==> src/rtl/wavegen_pkg.sv <==
package wavegen_pkg;

  typedef enum logic [1:0] {
    ACT_NONE = 2'b00,
    ACT_SET  = 2'b01,
    ACT_CLR  = 2'b10,
    ACT_TGL  = 2'b11
  } act_e;

  // One output's event table; packed msb-first to match the mode word slice.
  typedef struct packed {
    act_e sw;
    act_e ext;
    act_e rc;
    act_e cmp;
  } out_act_t;

  localparam int MODE_W     = 24;
  localparam int ACT_OFS    = 8;   // first output's table position in the mode word
  localparam int OUT_STRIDE = 8;   // distance between the two outputs' tables
  localparam int NUM_OUT    = 2;

  localparam int ADR_MODE = 0;
  localparam int ADR_CMPA = 1;
  localparam int ADR_CMPB = 2;
  localparam int ADR_PER  = 3;
  localparam int ADR_CMD  = 4;

  localparam int CMD_START = 0;
  localparam int CMD_STOP  = 1;
  localparam int CMD_TRIG  = 2;

endpackage

==> src/rtl/wg_regs.sv <==
module wg_regs
  import wavegen_pkg::*;
#(
  parameter int CNT_W  = 16,
  parameter int DATA_W = 32,
  parameter int ADDR_W = 3
) (
  input  logic              clk,
  input  logic              rst_n,
  input  logic              we,
  input  logic [ADDR_W-1:0] addr,
  input  logic [DATA_W-1:0] wdata,
  output logic [MODE_W-1:0] mode_q,
  output logic [CNT_W-1:0]  cmpa_q,
  output logic [CNT_W-1:0]  cmpb_q,
  output logic [CNT_W-1:0]  per_q,
  output logic              cmd_start,
  output logic              cmd_stop,
  output logic              cmd_trig
);

  logic [MODE_W-1:0] mode_d;
  logic [CNT_W-1:0]  cmpa_d, cmpb_d, per_d;
  logic              wr_cmd;
  logic              unused_wdata;

  assign unused_wdata = ^wdata;

  always_comb begin
    mode_d = mode_q;
    cmpa_d = cmpa_q;
    cmpb_d = cmpb_q;
    per_d  = per_q;
    if (we) begin
      if (addr == ADDR_W'(ADR_MODE)) mode_d = wdata[MODE_W-1:0];
      if (addr == ADDR_W'(ADR_CMPA)) cmpa_d = wdata[CNT_W-1:0];
      if (addr == ADDR_W'(ADR_CMPB)) cmpb_d = wdata[CNT_W-1:0];
      if (addr == ADDR_W'(ADR_PER))  per_d  = wdata[CNT_W-1:0];
    end
  end

  always_ff @(posedge clk or negedge rst_n) begin
    if (!rst_n) begin
      mode_q <= '0;
      cmpa_q <= '0;
      cmpb_q <= '0;
      per_q  <= '0;
    end else begin
      mode_q <= mode_d;
      cmpa_q <= cmpa_d;
      cmpb_q <= cmpb_d;
      per_q  <= per_d;
    end
  end

  // Command bits act as one-cycle strobes in the write cycle itself.
  assign wr_cmd    = we && (addr == ADDR_W'(ADR_CMD));
  assign cmd_start = wr_cmd && wdata[CMD_START];
  assign cmd_stop  = wr_cmd && wdata[CMD_STOP];
  assign cmd_trig  = wr_cmd && wdata[CMD_TRIG];

endmodule

==> src/rtl/wg_counter.sv <==
module wg_counter #(
  parameter int CNT_W   = 16,
  parameter int NUM_SRC = 5,
  parameter int SEL_W   = 3
) (
  input  logic               clk,
  input  logic               rst_n,
  input  logic [NUM_SRC-1:0] src_tick,
  input  logic [SEL_W-1:0]   clk_sel,
  input  logic               cmd_start,
  input  logic               cmd_stop,
  input  logic               cmd_trig,
  input  logic [CNT_W-1:0]   per,
  output logic [CNT_W-1:0]   cnt_q,
  output logic               run_q,
  output logic               step,
  output logic               per_hit
);

  logic             sel_tick;
  logic [CNT_W-1:0] cnt_d;
  logic             run_d;

  always_comb begin
    sel_tick = 1'b0;
    for (int i = 0; i < NUM_SRC; i++) begin
      if (clk_sel == SEL_W'(i)) sel_tick = src_tick[i];
    end
  end

  assign step    = run_q && sel_tick;
  assign per_hit = step && (cnt_q == per);

  always_comb begin
    run_d = run_q;
    if (cmd_stop)       run_d = 1'b0;
    else if (cmd_start) run_d = 1'b1;
  end

  always_comb begin
    cnt_d = cnt_q;
    if (cmd_trig)     cnt_d = '0;
    else if (per_hit) cnt_d = '0;
    else if (step)    cnt_d = cnt_q + 1'b1;
  end

  always_ff @(posedge clk or negedge rst_n) begin
    if (!rst_n) begin
      cnt_q <= '0;
      run_q <= 1'b0;
    end else begin
      cnt_q <= cnt_d;
      run_q <= run_d;
    end
  end

endmodule

==> src/rtl/wg_output.sv <==
module wg_output
  import wavegen_pkg::*;
#(
  parameter int CNT_W = 16
) (
  input  logic             clk,
  input  logic             rst_n,
  input  out_act_t         acts,
  input  logic [CNT_W-1:0] cmp_val,
  input  logic [CNT_W-1:0] cnt,
  input  logic             step,
  input  logic             per_hit,
  input  logic             ext_evt,
  input  logic             trig,
  output logic             wave_q
);

  logic cmp_hit;
  act_e sel_act;
  logic wave_d;

  assign cmp_hit = step && (cnt == cmp_val);

  // Later assignments override earlier ones: lowest priority first.
  always_comb begin
    sel_act = ACT_NONE;
    if (cmp_hit && acts.cmp != ACT_NONE) sel_act = acts.cmp;
    if (per_hit && acts.rc  != ACT_NONE) sel_act = acts.rc;
    if (ext_evt && acts.ext != ACT_NONE) sel_act = acts.ext;
    if (trig    && acts.sw  != ACT_NONE) sel_act = acts.sw;
  end

  always_comb begin
    case (sel_act)
      ACT_SET: wave_d = 1'b1;
      ACT_CLR: wave_d = 1'b0;
      ACT_TGL: wave_d = ~wave_q;
      default: wave_d = wave_q;
    endcase
  end

  always_ff @(posedge clk or negedge rst_n) begin
    if (!rst_n) wave_q <= 1'b0;
    else        wave_q <= wave_d;
  end

endmodule

==> src/rtl/wavegen_chan.sv <==
module wavegen_chan
  import wavegen_pkg::*;
#(
  parameter int CNT_W   = 16,
  parameter int DATA_W  = 32,
  parameter int NUM_SRC = 5,
  parameter int ADDR_W  = 3
) (
  input  logic               clk,
  input  logic               rst_n,
  input  logic [NUM_SRC-1:0] src_tick,
  input  logic               ext_evt,
  input  logic               reg_we,
  input  logic [ADDR_W-1:0]  reg_addr,
  input  logic [DATA_W-1:0]  reg_wdata,
  output logic               wave_a,
  output logic               wave_b,
  output logic [CNT_W-1:0]   count
);

  localparam int SEL_W = $clog2(NUM_SRC);

  logic [1:0]              rst_sync;
  logic                    rst_sn;
  logic [MODE_W-1:0]       mode_q;
  logic [CNT_W-1:0]        cmpa_q, cmpb_q, per_q, cnt_q;
  logic                    cmd_start, cmd_stop, cmd_trig;
  logic                    run_q, step, per_hit;
  logic [NUM_OUT-1:0]      wave_q;
  logic [NUM_OUT-1:0][CNT_W-1:0] cmp_arr;
  out_act_t                acts [NUM_OUT];
  logic                    unused_mode;

  always_ff @(posedge clk or negedge rst_n) begin
    if (!rst_n) rst_sync <= 2'b00;
    else        rst_sync <= {rst_sync[0], 1'b1};
  end
  assign rst_sn = rst_sync[1];

  wg_regs #(.CNT_W(CNT_W), .DATA_W(DATA_W), .ADDR_W(ADDR_W)) u_regs (
    .clk      (clk),
    .rst_n    (rst_sn),
    .we       (reg_we),
    .addr     (reg_addr),
    .wdata    (reg_wdata),
    .mode_q   (mode_q),
    .cmpa_q   (cmpa_q),
    .cmpb_q   (cmpb_q),
    .per_q    (per_q),
    .cmd_start(cmd_start),
    .cmd_stop (cmd_stop),
    .cmd_trig (cmd_trig)
  );

  wg_counter #(.CNT_W(CNT_W), .NUM_SRC(NUM_SRC), .SEL_W(SEL_W)) u_cnt (
    .clk      (clk),
    .rst_n    (rst_sn),
    .src_tick (src_tick),
    .clk_sel  (mode_q[SEL_W-1:0]),
    .cmd_start(cmd_start),
    .cmd_stop (cmd_stop),
    .cmd_trig (cmd_trig),
    .per      (per_q),
    .cnt_q    (cnt_q),
    .run_q    (run_q),
    .step     (step),
    .per_hit  (per_hit)
  );

  assign cmp_arr[0] = cmpa_q;
  assign cmp_arr[1] = cmpb_q;

  for (genvar gi = 0; gi < NUM_OUT; gi++) begin : g_out
    assign acts[gi] = out_act_t'(mode_q[ACT_OFS + OUT_STRIDE*gi +: OUT_STRIDE]);

    wg_output #(.CNT_W(CNT_W)) u_out (
      .clk    (clk),
      .rst_n  (rst_sn),
      .acts   (acts[gi]),
      .cmp_val(cmp_arr[gi]),
      .cnt    (cnt_q),
      .step   (step),
      .per_hit(per_hit),
      .ext_evt(ext_evt),
      .trig   (cmd_trig),
      .wave_q (wave_q[gi])
    );
  end

  assign unused_mode = ^mode_q;

  assign wave_a = wave_q[0];
  assign wave_b = wave_q[1];
  assign count  = cnt_q;

endmodule

==> config.mk <==
export PLATFORM = sky130hd
export DESIGN_NAME = wavegen_chan
export DESIGN_NICKNAME = d
export VERILOG_FILES = /design/src/rtl/wavegen_pkg.sv /design/src/rtl/wg_regs.sv /design/src/rtl/wg_counter.sv /design/src/rtl/wg_output.sv /design/src/rtl/wavegen_chan.sv
export SDC_FILE = /design/constraint.sdc
export NUM_CORES = 1
export LEC_CHECK = 0
export BUFFER_PORTS_ARGS = -buffer_cell sky130_fd_sc_hd__buf_2
export CORE_ASPECT_RATIO = 0.5
export CORE_MARGIN = 2
export CORE_UTILIZATION = 40
export CTS_CLUSTER_SIZE = 24
export DETAILED_ROUTE_END_ITERATION = 7
export GPL_TIMING_DRIVEN = 0
export SYNTH_ARGS = -nofsm -noshare
export SYNTH_HDL_FRONTEND = slang
export SYNTH_SLANG_ARGS = --single-unit
==> constraint.sdc <==
create_clock -name clk -period 3.1 [get_ports clk]
set_input_delay 0.155 -clock clk [delete_from_list [all_inputs] [get_ports clk]]
set_output_delay 0.155 -clock clk [all_outputs]
set_load 0.05 [all_outputs]
==> metrics <==
final setup fails=0; number of synthesized flops with an enable pin=0; Layout area overhead=18.2%; FFs w/ async S/R, synth=1.00; # clock sinks=88; post-synthesis register bit count=88; startpoint types=register; Cell Rows=26; fillers=956; global-route wire length before repair=15800 µm; count leader, synth=dfrtp_1; unique cell type count in the Yosys netlist=42; unrepaired setup endpoints after global routing=no; WL/cell=17.6 µm; min Tclk post-route=2.44 ns; detailed-route via count=2953; yosys warns=0; GR Overflow Total=0; Crit path largest cell delay=0.52 ns; Hold Crit Class=input port to register; register cell area after layout=2210 µm²; grt met1 use=0.278; Synth area leader=dfrtp_1; main area contributors after synthesis=dfrtp_1, mux2_2, xor2_1, xnor2_1, nor2_1; busiest grt layer=met1; H-tree lvl count=3; GPL Wtd Cong=0.782; Final Max Tran Viols=0; critical path arrival=2.67 ns; clk_skew=0.00745 ns; die height=77.4 µm; Main synth FF type=dfrtp_1; Cell Pwr Density=691 nW/µm²; worst skew pair latency=0.34 ns; met2 Use GR=0.258; root buf cell=clkbuf_16; clock tree buffer depth=2; Post-Syn Area=4310 µm²; worst endpoint required time=3.33 ns; Avg Cell Area, Syn=12.0 µm²; Setup crit end kind=register; area of the core=10300 µm²; CP max FO=10; MaxCap Viol Count=0; I/O Buffers=53; P_int=0.00246 W; Hold Fails Final Rpt=0; Vias/cell=5.19; footprint of the multi-input gates=1980 µm²; met3 Track Usage GR=0.0453; Pre-antenna DRT Iters=4; f_max=409 MHz; synth cell count leaders=dfrtp_1, mux2_2, xor2_1; initial antenna violation count=0; pre-CTS setup slack=0.627 ns; Die ar.=11700 µm²; Critical-path top delay cell=nor4_4; Detailed Place HPWL=7370 µm; Sw Share=0.300; total wire length=9990 µm; DRT antenna net count=0; initial DRC count=131; syn nets=404; maximum VDD drop=0.261 mV; clock network power share=0.322; P_sw=0.00106 W; leak pwr=2.31 nW; clock transition at the registers of the reported paths=0.06 ns; final worst-path cycle share=0.788; worst rel slew slack=0.521; initial core utilization=0.416; Sequential Power Share=0.444; top cell type's share of synthesized area=0.511; Antenna Cells=0; Cells after Synth=359; worst-margin pin slew=0.716 ns; CTS Buf Count=9; critical path type=register to register; CTS tree=done; Final Power=0.00352 W; crit-path cells=clkbuf_1 > xnor2_1 > nand4_1 > nor4_4 > nand2_1 > nand2b_1 > buf_2 > buf_6 > nor2_1; gr usage total=0.182; net count reported at finish=470; Final WS setup=0.656 ns; Die X=151 µm; largest net degree at the start of global routing=69; Logic pwr share=0.234; DRC=0; I/O Pins=62; number of global-route vias before repair=2855; outcome=finished, final reports clean; layout cells sized above 1=0.340; share of the yosys chip area belonging to registers=0.511
## path summary, 6_finish.rpt
check	startpoint	slack, ns	cells past startpoint	endpoint
worst max-delay path	u_cnt.cnt_q[8]	0.66	9	u_cnt.cnt_q[14]
worst min-delay path	reg_wdata[16]	0.04	2	u_regs.mode_q[16]
worst max register to register	u_cnt.cnt_q[8]	0.66	9	u_cnt.cnt_q[14]
worst min register to register	rst_sync[1]	0.22	0	u_cnt.cnt_q[10]
max in group asynchronous	rst_sync[1]	2.25	1	u_cnt.run_q
min in group asynchronous	rst_n	0.12	2	rst_sync[1]
## layer usage
| layer | share of wire | vias to the layer above |
|---|---|---|
| met1 | 0.50 | 1503 |
| li1 | - | 1386 |
| met5 | 0 | - |
| met3 | 0.054 | 10 |
| met2 | 0.43 | 54 |
| met4 | 0.011 | 0 |
## worst max-delay path, delay by kind of cell, from the launching register on
kind                   cells  cell delay [ns]
AND/OR/NAND/NOR            5             1.01
buffers and inverters      3             0.74
flip-flops                 1             0.35
XOR/XNOR                   1             0.22
## flip-flops by register name, summed over array words and instances, names as in the netlist
register	flops
g_out.u_out.wave_q	2
u_regs.per_q	16
u_cnt.cnt_q	16
rst_sync	2
u_regs.mode_q	19
u_cnt.run_q	1
u_regs.cmpb_q	16
u_regs.cmpa_q	16
## kinds of logic (layout without fill, tap and decap cells)
| family | count (synthesis) | count (layout) | synth area share |
|---|---|---|---|
| AOI/OAI and AO/OA | 26 | 26 | 0.0418 |
| xor gates and xnor gates | 63 | 63 | 0.128 |
| adders and majority gates | 1 | 1 | 0.00290 |
| buffers and inverters | 26 | 96 | 0.0279 |
| DFF | 88 | 88 | 0.511 |
| muxes | 66 | 66 | 0.173 |
| other | 1 | 1 | 0.000871 |
| and+or+nand+nor | 88 | 88 | 0.114 |
## cell type report
cell class                 count  area share
buffer                        23      0.0214
clock buffer                  12      0.0464
clock inverter                 3      0.0133
inverter                       3     0.00221
multi-input combinational    245       0.390
sequential                    88       0.433
tap                          140      0.0344
timing repair buffer          55      0.0595
## cell usage in the layout (no fill, tap or decap), types with 2 or more instances in the layout
cell type | netlist | routed
and3_1 | 5 | 5
a32o_1 | 3 | 3
nor3b_1 | 3 | 3
xor2_1 | 38 | 38
nand3b_1 | 2 | 2
and3_2 | 2 | 2
and4_1 | 3 | 3
nand2_1 | 14 | 14
o21ai_0 | 9 | 9
nor2_1 | 20 | 20
dfrtp_1 | 88 | 87
inv_1 | 3 | 3
bufinv_16 | 0 | 2
nand2b_1 | 3 | 3
o31a_2 | 2 | 2
a21oi_1 | 4 | 4
clkbuf_1 | 14 | 17
buf_2 | 6 | 59
a2111oi_0 | 2 | 2
nand4_1 | 9 | 9
nand3_1 | 12 | 12
mux2_2 | 64 | 64
clkbuf_16 | 0 | 9
xnor2_1 | 25 | 25
buf_6 | 2 | 2
and2_1 | 2 | 2
nor4_1 | 7 | 7
## power by group through the flow
| stage | combinational (W) | clock (W) | sequential, W |
|---|---|---|---|
| global route | 0.000901 | 0.00121 | 0.00160 |
| detailed placement | 0.000825 | 0 | 0.00159 |
| floorplan | 0.000505 | 0 | 0.00166 |
| finish | 0.000824 | 0.00113 | 0.00156 |
| CTS | 0.000832 | 0.00116 | 0.00157 |
| global placement | 0.000795 | 0 | 0.00160 |
## through the flow
stage	TNS, ns	utilization	instances	area, µm²	hold WS [ns]
3_3_place_gp	-57.85	0.459	552	4750	-0.0567
4_1_cts	0	0.492	569	5090	0.0342
6_report	0	0.492	569	5090	0.0426
2_1_floorplan	0	-	359	4310	-0.141
3_5_place_dp	0	0.462	553	4780	-0.0580
5_1_grt	0	0.492	569	5090	0.0369
## repair_timing
action,CTS,global route
setup buffers,0,0
hold buffers,1,0
resized for setup,0,0
hold endpoints to repair,2,0
setup endpoints to repair,0,0
Note: power is estimated with default switching activity, not from simulation.
